File: src/rtl/pxclk_pll_pkg.sv
package pxclk_pll_pkg;
  localparam int CTL_W        = 32;
  localparam int TBL_DIM_W    = 12;
  localparam int RATE_W       = 8;
  localparam int N_MODES      = 10;
  localparam int OUTER_BYP_B  = 31;
  localparam int INNER_BYP_B  = 18;
  localparam int PWR_ON_B     = 17;
  localparam int GEN_PWR_B    = 13;
  localparam logic [RATE_W-1:0] FALLBACK_RATE = 8'd25;

  typedef struct packed {
    logic [TBL_DIM_W-1:0] h;
    logic [TBL_DIM_W-1:0] v;
    logic [RATE_W-1:0]    rate;
  } mode_ent_t;

  function automatic mode_ent_t mode_entry(input int idx);
    mode_ent_t e;
    case (idx)
      0:       e = '{12'd800,  12'd600,  8'd40};
      1:       e = '{12'd1024, 12'd768,  8'd65};
      2:       e = '{12'd1152, 12'd864,  8'd80};
      3:       e = '{12'd1280, 12'd768,  8'd80};
      4:       e = '{12'd1280, 12'd720,  8'd74};
      5:       e = '{12'd1280, 12'd960,  8'd108};
      6:       e = '{12'd1280, 12'd1024, 8'd108};
      7:       e = '{12'd1600, 12'd1200, 8'd162};
      8:       e = '{12'd1920, 12'd1080, 8'd148};
      default: e = '{12'd1920, 12'd1200, 8'd193};
    endcase
    return e;
  endfunction

  function automatic logic [CTL_W-1:0] lo_word(input logic [RATE_W-1:0] r);
    logic [CTL_W-1:0] w;
    w = '0;
    w[7:0] = r;
    w[14:8] = 7'd1;
    w[INNER_BYP_B] = 1'b1;
    w[PWR_ON_B] = 1'b1;
    return w;
  endfunction

  function automatic logic [CTL_W-1:0] hi_word(input logic [RATE_W-1:0] r);
    logic [CTL_W-1:0] w;
    w = '0;
    w[11:4] = r;
    w[0] = 1'b1;
    return w;
  endfunction

  function automatic logic [CTL_W-1:0] gen_word();
    logic [CTL_W-1:0] w;
    w = '0;
    w[GEN_PWR_B] = 1'b1;
    return w;
  endfunction
endpackage

File: src/rtl/pxclk_mode_lut.sv
module pxclk_mode_lut
  import pxclk_pll_pkg::*;
#(
  parameter int DIM_W = 12
) (
  input  logic [DIM_W-1:0] h_act,
  input  logic [DIM_W-1:0] v_act,
  output logic [CTL_W-1:0] lut_lo,
  output logic [CTL_W-1:0] lut_hi
);
  logic [N_MODES-1:0] hit;

  for (genvar g = 0; g < N_MODES; g++) begin : g_match
    localparam mode_ent_t ENT = mode_entry(g);
    assign hit[g] = (h_act == DIM_W'(ENT.h)) && (v_act == DIM_W'(ENT.v));
  end

  logic [RATE_W-1:0] rate_sel;

  always_comb begin
    rate_sel = FALLBACK_RATE;
    for (int i = N_MODES - 1; i >= 0; i--) begin
      if (hit[i]) rate_sel = mode_entry(i).rate;
    end
  end

  assign lut_lo = lo_word(rate_sel);
  assign lut_hi = hi_word(rate_sel);
endmodule

File: src/rtl/pxclk_wait_timer.sv
module pxclk_wait_timer #(
  parameter int WAIT_CYCLES = 150000
) (
  input  logic clk,
  input  logic rst,
  input  logic run,
  output logic expire
);
  localparam int CNT_W = $clog2(WAIT_CYCLES + 1);
  localparam logic [CNT_W-1:0] LAST = CNT_W'(WAIT_CYCLES - 1);

  logic [CNT_W-1:0] cnt;

  assign expire = run && (cnt == LAST);

  always_ff @(posedge clk) begin
    if (rst || !run || expire) cnt <= '0;
    else                       cnt <= cnt + 1'b1;
  end
endmodule

File: src/rtl/pxclk_seq_fsm.sv
module pxclk_seq_fsm
  import pxclk_pll_pkg::*;
(
  input  logic             clk,
  input  logic             rst,
  input  logic             start,
  input  logic [CTL_W-1:0] lut_lo,
  input  logic [CTL_W-1:0] lut_hi,
  input  logic             expire,
  output logic             tmr_run,
  output logic [CTL_W-1:0] cfg_lo,
  output logic [CTL_W-1:0] cfg_hi,
  output logic [CTL_W-1:0] gen_ctl,
  output logic [CTL_W-1:0] pll_ctl,
  output logic             busy,
  output logic             done
);
  typedef enum logic [2:0] {
    ST_IDLE, ST_DROP_OB, ST_ARM, ST_LOAD, ST_HOLD_CFG, ST_HOLD_PWR, ST_HOLD_IB
  } st_t;

  st_t st;

  assign tmr_run = (st == ST_HOLD_CFG) || (st == ST_HOLD_PWR) || (st == ST_HOLD_IB);

  always_ff @(posedge clk) begin
    if (rst) begin
      st      <= ST_IDLE;
      cfg_lo  <= '0;
      cfg_hi  <= '0;
      gen_ctl <= '0;
      pll_ctl <= CTL_W'(1) << OUTER_BYP_B;
      busy    <= 1'b0;
      done    <= 1'b0;
    end else begin
      done <= 1'b0;
      case (st)
        ST_IDLE: if (start) begin
          cfg_lo  <= lut_lo;
          cfg_hi  <= lut_hi;
          gen_ctl <= gen_word();
          busy    <= 1'b1;
          st      <= ST_DROP_OB;
        end
        ST_DROP_OB: begin
          pll_ctl[OUTER_BYP_B] <= 1'b0;
          st <= ST_ARM;
        end
        ST_ARM: begin
          pll_ctl <= (CTL_W'(1) << INNER_BYP_B) | (CTL_W'(1) << PWR_ON_B);
          st <= ST_LOAD;
        end
        ST_LOAD: begin
          pll_ctl <= cfg_lo;
          st <= ST_HOLD_CFG;
        end
        ST_HOLD_CFG: if (expire) begin
          pll_ctl[PWR_ON_B] <= 1'b0;
          st <= ST_HOLD_PWR;
        end
        ST_HOLD_PWR: if (expire) begin
          pll_ctl[INNER_BYP_B] <= 1'b0;
          st <= ST_HOLD_IB;
        end
        ST_HOLD_IB: if (expire) begin
          pll_ctl[OUTER_BYP_B] <= 1'b1;
          done <= 1'b1;
          busy <= 1'b0;
          st   <= ST_IDLE;
        end
        default: st <= ST_IDLE;
      endcase
    end
  end
endmodule

File: src/rtl/pxclk_pll_seq.sv
module pxclk_pll_seq
  import pxclk_pll_pkg::*;
#(
  parameter int DIM_W       = 12,
  parameter int WAIT_CYCLES = 150000
) (
  input  logic             clk,
  input  logic             rst,
  input  logic             start,
  input  logic [DIM_W-1:0] h_act,
  input  logic [DIM_W-1:0] v_act,
  output logic [CTL_W-1:0] cfg_lo,
  output logic [CTL_W-1:0] cfg_hi,
  output logic [CTL_W-1:0] gen_ctl,
  output logic [CTL_W-1:0] pll_ctl,
  output logic             busy,
  output logic             done
);
  logic [CTL_W-1:0] lut_lo, lut_hi;
  logic             tmr_run, expire;

  pxclk_mode_lut #(.DIM_W(DIM_W)) lut_i (
    .h_act(h_act), .v_act(v_act), .lut_lo(lut_lo), .lut_hi(lut_hi)
  );

  pxclk_wait_timer #(.WAIT_CYCLES(WAIT_CYCLES)) tmr_i (
    .clk(clk), .rst(rst), .run(tmr_run), .expire(expire)
  );

  pxclk_seq_fsm fsm_i (
    .clk(clk), .rst(rst), .start(start), .lut_lo(lut_lo), .lut_hi(lut_hi),
    .expire(expire), .tmr_run(tmr_run), .cfg_lo(cfg_lo), .cfg_hi(cfg_hi),
    .gen_ctl(gen_ctl), .pll_ctl(pll_ctl), .busy(busy), .done(done)
  );
endmodule

File: config.mk
export PLATFORM = sky130hd
export DESIGN_NAME = pxclk_pll_seq
export DESIGN_NICKNAME = d
export VERILOG_FILES = /design/src/rtl/pxclk_pll_pkg.sv /design/src/rtl/pxclk_mode_lut.sv /design/src/rtl/pxclk_wait_timer.sv /design/src/rtl/pxclk_seq_fsm.sv /design/src/rtl/pxclk_pll_seq.sv
export SDC_FILE = /design/constraint.sdc
export NUM_CORES = 1
export LEC_CHECK = 0
export CAP_MARGIN = 20
export CORE_ASPECT_RATIO = 0.9
export CORE_UTILIZATION = 50
export DETAILED_ROUTE_END_ITERATION = 6
export PLACE_DENSITY_LB_ADDON = 0.12
export SETUP_SLACK_MARGIN = 0.05
export SYNTH_ARGS = -nofsm -noshare
export SYNTH_HDL_FRONTEND = slang
export SYNTH_HIERARCHICAL = 1
export SYNTH_SLANG_ARGS = --single-unit
export TNS_END_PERCENT = 50
File: constraint.sdc
create_clock -name clk -period 3.4 [get_ports clk]
set_input_delay 0.51 -clock clk [delete_from_list [all_inputs] [get_ports clk]]
set_output_delay 0.51 -clock clk [all_outputs]
set_load 0.02 [all_outputs]
# --- Yosys cells after proc, flatten, opt, wreduce, memory -nomap -nowiden ---
# Index checks and enable logic that the tools add are counted.
# W data, S select, Z words.
word_totals:
  register_bits: 74
  latchBits: 0
  ram_bits: 0
  romBits: 0
  in_bits: 27
  word_cells: 95
  n_memories: 0
classes:
  n_addsub: 1
  multipliers: 0
  n_div: 0
  order_cmp: 0
  eq_ne: 25
  shift: 0
  muxes: 25
  bitwise_logic: 1
  n_reduce_logical: 32
op_table:
  columns: ["op", "count"]
  rows:
  - ["$eq A12 B11 Y1 const B", 8]
  - ["$mux W8", 10]
  - ["$eq A12 B10 Y1 const B", 6]
  - ["$pmux W17 S2", 1]
  - ["$pmux W3 S7", 1]
  - ["$add A18 B1 Y18 const B", 1]
  - ["$eq A18 B18 Y1 const B", 1]
  - ["$mux W12", 1]
  - ["$mux W3", 4]
  - ["$logic_and A1 B1 Y1", 11]
  - ["$eq A3 B3 Y1 const B", 3]
  - ["$reduce_bool A3 Y1", 3]
  - ["$ne A2 B2 Y1 const B", 4]
  - ["$reduce_and A2 Y1", 4]
  - ["$eq A3 B2 Y1 const B", 2]
  - ["$pmux W1 S3", 2]
  - ["$reduce_or A2 Y1", 3]
  - ["$logic_or A1 B1 Y1", 4]
  - ["$mux W1", 4]
  - ["$pmux W1 S2", 2]
  - ["$reduce_and A4 Y1", 1]
  - ["$reduce_bool A2 Y1", 2]
  - ["$eq A3 B1 Y1 const B", 1]
  - ["$logic_not A3 Y1", 1]
  - ["4 further kinds", 4]

# --- Longest topological paths before layout ---
depth:
  ltp_word: 12
  ltp_mapped: 9

# --- Hierarchy ---
# The synthesis kept the hierarchy.
modules_own_cells:
  columns: ["mod", "instances", "cells_each", "area_per_inst_um2"]
  rows:
  - ["pxclk_seq_fsm", 1, 483, 3907.5]
  - ["pxclk_wait_timer", 1, 96, 855.8]
  - ["pxclk_mode_lut", 1, 113, 798.3]

# --- Worst setup path before layout ---
# Ideal clock, no wire load.
synth_path:
  path_kind: "register to register"
  startpoint: "register fsm_i.st[0]"
  endpoint: "register fsm_i.st[0]"
  setup_time_ns: 0.101
  arrival_time_ns: 2.259
  t_required_ns: 3.299
  path_slack_ns: 1.040
  stages_incl_launch_ff: 10
  path_buffers: 2
  period_less_slack_ns: 2.360
  cell_sequence: "dfxtp_1 -> buf_2 -> buf_1 -> a21oi_1 -> nor4bb_1 -> nand4_2 -> nor2_1 -> xor2_1 -> or4b_1 -> o41ai_1"
synth_via:
  elab_chain_cells: 6
  word_cells_on_any_way: 16
  classes_between: "eq/ne: 10; mux: 1; reduce/logical: 5"
synth_lines:
  columns: ["item", "line", "source"]
  rows:
  - ["start: declaration", "pxclk_seq_fsm.sv:22", "st_t st;"]
  - ["start signal: assignment", "pxclk_seq_fsm.sv:28", "st <= ST_IDLE;"]
  - ["start signal: assignment", "pxclk_seq_fsm.sv:43", "st <= ST_DROP_OB;"]
  - ["start signal: assignment", "pxclk_seq_fsm.sv:47", "st <= ST_ARM;"]
  - ["$eq A3 B3 Y1", "pxclk_seq_fsm.sv:24", "assign tmr_run = (st == ST_HOLD_CFG) || (st == ST_HOLD_PWR) || (st == ST_HOLD_IB);"]
  - ["$logic_or A1 B1 Y1", "pxclk_seq_fsm.sv:24", null]
  - ["$logic_or A1 B1 Y1 *", "pxclk_seq_fsm.sv:24", null]
  - ["via tmr_run", "pxclk_pll_seq.sv:20", "logic tmr_run, expire;"]
  - ["$logic_and A1 B1 Y1 *", "pxclk_wait_timer.sv:14", "assign expire = run && (cnt == LAST);"]
  - ["via expire", "pxclk_pll_seq.sv:20", null]
  - ["$ne A2 B2 Y1 (no source line)", null, null]
  - ["$reduce_and A4 Y1 (no source line) *", null, null]
# Mark *: on every way through the listed nets, which the timed path passes. The rest lies on a longest branch.
# A chain may end at the register's enable or synchronous reset.

# --- Worst setup path in the final report ---
layout_path:
  startpoint: "register fsm_i.st[2]"
  endpoint: "register fsm_i.st[0]"
# The elaborated chain is that of the path after synthesis.

==> impl_metrics.csv <==
group,metric,value,unit
pwr,p_per_area,525,nW/um^2
setup_path,crit_path_end,"fsm_i/st[0]$_SDFFE_PP0P_",
placed_design,routabilityCongestion,0.911,
setup_path,crit_required,3.68,ns
clock_tree,clkLatencyLatePin,0.40,ns
synth,synthesis.area,5560,sq um
timing,timing.hold.ws,0.449,ns
synth,synth_edf_count,0,
timing,fmax,373,MHz
run,maxCapViolations,0,
synth,async_flop_share,0,
synth,synth-seq-cells,120,
timing,setup_violations,0,
synth,avgSynthCellArea,8.04,sq um
synth,synth_top_family_by_area,"simple AND/OR/NAND/NOR gates",
synth,yosys.area_share.xor_xnor,0.0252,
setup_path,path_cells,"inv_1 > a21oi_1 > nor4bb_1 > nand4_2 > nor2_1 > xor2_1 > or4b_1 > o41ai_1",
setup_path,ff2ff_setup_slack,0.72,ns
outcome,status,"complete, no violations",
global_routing,grt_max_degree,105,
global_routing,antenna_found_initial,0,
floorplan,die_h,102,microns
setup_path,crit_start,"fsm_i/st[2]$_SDFFE_PP0P_",
synth,yosys.area_share.simple,0.258,
floorplan,initial_core_util,0.514,
floorplan,rows,36,
routing,ant_nets,0,
pwr,seqPwrFrac,0.422,
clock_tree,cts.reportedPaths.clkPinSlew,0.05,ns
timing,final.setup.tns,0,ns
clock_tree,cts_buffer_depth,2,
pwr,total_power,3.65,mW
floorplan,die_w,113,microns
global_routing,track_usage,0.218,
pwr,p_int,2.67,mW
pwr,p_switching,0.979,mW
placed_design,place.port_buffers,125,
setup_path,r2r-end,"fsm_i/st[0]$_SDFFE_PP0P_",
synth,synthAdderAreaFrac,0.00225,
clock_tree,clock_sinks,120,
finish,nNetsFinal,820,
placed_design,dpl.hpwl,8250,microns
global_routing,grt_pass1_wl,19900,microns
setup_path,crit_path_top_delay_cell,"dfxtp_1",
setup_path,crit_fanout,13,
setup_path,cp-start-kind,"flip-flop",
routing,drc,0,
global_routing,grt_overflow,0,
min_path,hold_path_class,"reg2reg",
clock_tree,cts_root_buf,"clkbuf_16",
clock_tree,cts_max_level,4,
routing,vias_per_cell,5.02,
timing,relSlewSlack,0.296,
finish,fin_util,0.644,
clock_tree,postCtsSetupBuffers,0,
synth,ys.flop_type,"dfxtp_1",
finish,stdcell_area,6960,sq um
global_routing,grt_pass1_vias,4191,
synth,netlist_instances,692,
setup_path,r2r_start,"fsm_i/st[2]$_SDFFE_PP0P_",
clock_tree,cts_resized,0,
timing,tightest_slew,1.06,ns
timing,fin_crit_sh,0.788,
clock_tree,hold_buffers,0,
finish,syn_to_final_growth,25.1,%
floorplan,io_pins,157,
floorplan,core,10800,sq um
timing,hold_viol,0,
min_path,hold-path-cell-count,2,
routing,dr.pass1.iters,5,
routing,num_vias,4690,
setup_path,crit_arrival,2.96,ns
finish,antenna_cells,0,
synth,synth_compound_area_frac,0.117,
synth,synthMuxAreaShare,0,
setup_path,max_stage_delay,0.59,ns
timing,rsz0062_at_grt,"false",
floorplan,dieArea,11500,sq um
setup_path,endpoint_kind,"flip-flop",
clock_tree,cts_tree,"yes",
setup_path,r2r_cells,8,
placed_design,place_area,6450,sq um
finish,drive_gt1_frac,0.0599,
clock_tree,numCtsBuffers,17,
synth,yosys_warnings,6,
pwr,clkPwrFrac,0.417,
synth,yosysSeqAreaShare,0.432,
routing,drtIter0Drc,344,
pwr,netSwitchingFraction,0.268,
setup_path,path_class,"reg2reg",
timing,drv_slew,0,
timing,fin_skew,0.00841,ns
synth,synth_cell_types,53,
pwr,power_frac_comb,0.161,
routing,drt_wl_total,12100,microns
pwr,leakage,2.51,nW
routing,wl_per_cell,13.0,microns
pwr,ir_worst_vdd,0.292,mV
timing,fin_crit,2.68,ns
[worst min path at each step]
stage	startpoint	endpoint	slack, ns
3_3_place_gp	fsm_i/pll_ctl[21]$_SDFFE_PP0P_	fsm_i/pll_ctl[21]$_SDFFE_PP0P_	0.44
5_1_grt	fsm_i/cfg_hi[14]$_SDFFE_PP0P_	fsm_i/cfg_hi[14]$_SDFFE_PP0P_	0.47
4_1_cts	fsm_i/pll_ctl[29]$_SDFFE_PP0P_	fsm_i/pll_ctl[29]$_SDFFE_PP0P_	0.45
3_5_place_dp	fsm_i/pll_ctl[20]$_SDFFE_PP0P_	fsm_i/pll_ctl[20]$_SDFFE_PP0P_	0.45
6_report	fsm_i/pll_ctl[16]$_SDFFE_PP0P_	fsm_i/pll_ctl[16]$_SDFFE_PP0P_	0.45
2_1_floorplan	tmr_i/cnt[0]$_SDFF_PP0_	tmr_i/cnt[0]$_SDFF_PP0_	0.43
[cells in the mapped netlist, drive strengths merged, types with 2 or more instances]
master,n,area [sq um]
a21oi,99,499
and2,4,25.0
buf,110,822
clkbuf,16,60.1
conb,3,11.3
dfxtp,120,2400
inv,8,30.0
nand2,166,623
nand2b,2,12.5
nand3,39,200
nand4,12,87.6
nor2,32,120
nor2b,2,12.5
nor3,10,50.1
nor3b,6,45.0
nor4,8,65.1
nor4b,3,38.8
nor4bb,2,20.0
o21ai,7,50.1
o21bai,2,15.0
or4,4,41.3
or4b,3,30.0
xnor2,12,105
xor2,4,35.0
[routing by layer]
layer	routed length, microns	vias to the layer above	global-route usage
met3	718	13	0.0741
met2	6070	157	0.364
met4	143	0	0.0820
met5	0	-	0
met1	5190	2162	0.262
li1	-	2358	-
[worst max-delay path, delay by kind of cell, from the launching register on]
kind            cells  cell delay, ns
simple gates        4            1.34
flops               1            0.59
compound gates      2            0.25
xor+xnor            1            0.22
buf+inv             1            0.16
[per-stage QoR]
stage	std cells	setup slack (ns)
CTS	934	0.739
detailed placement	906	0.736
global placement	905	0.823
floorplan	768	1.04
global route	934	0.532
finish	934	0.722
[registers in the layout, indices dropped and copies added (netlist names)]
register,cells
fsm_i/busy,1
fsm_i/cfg_lo,32
fsm_i/st,3
tmr_i/cnt,18
fsm_i/cfg_hi,32
fsm_i/pll_ctl,32
fsm_i/gen_ctl,1
fsm_i/done,1
[cells in the final DEF, fill, tap and decap left out, types with 3 or more instances in the layout]
cell type and count:
nor2_1 32, xnor2_1 12, clkbuf_8 3, buf_4 5, or4_4 3, nor3b_1 6
and2_1 4, clkinv_2 3, clkdlybuf4s50_1 124, nand2_1 166, o21ai_0 5, dfxtp_1 120
xor2_1 4, conb_1 79, nor3_1 10, a21oi_1 98, clkbuf_1 4, nor4_1 7
nand3_1 38, nand4_1 10, inv_1 8, clkbuf_16 17
[final cells by class]
class	count	area (sq um)
Sequential cell	120	2400
Inverter	8	30.0
Multi-Input combinational cell	514	2540
Clock buffer	24	482
Tap cell	133	166
Clock inverter	4	22.5
Fill cell	965	3850
Timing Repair Buffer	131	1310
[power by group through the flow]
stage	combinational (mW)	sequential, mW	clock (mW)
final	0.588	1.54	1.52
after global routing	0.641	1.55	1.64
after CTS	0.589	1.54	1.56
after detailed placement	0.587	1.57	0
after global placement	0.575	1.57	0
after floorplan	0.359	1.64	0
[cells by family after synthesis]
kind of cell | after synthesis
flops | 120
simple gates | 300
compound gates | 118
buf+inv | 134
xor+xnor | 16
fa+ha+maj | 1
other cells | 3
No activity file was read; power rests on OpenSTA's default activity.
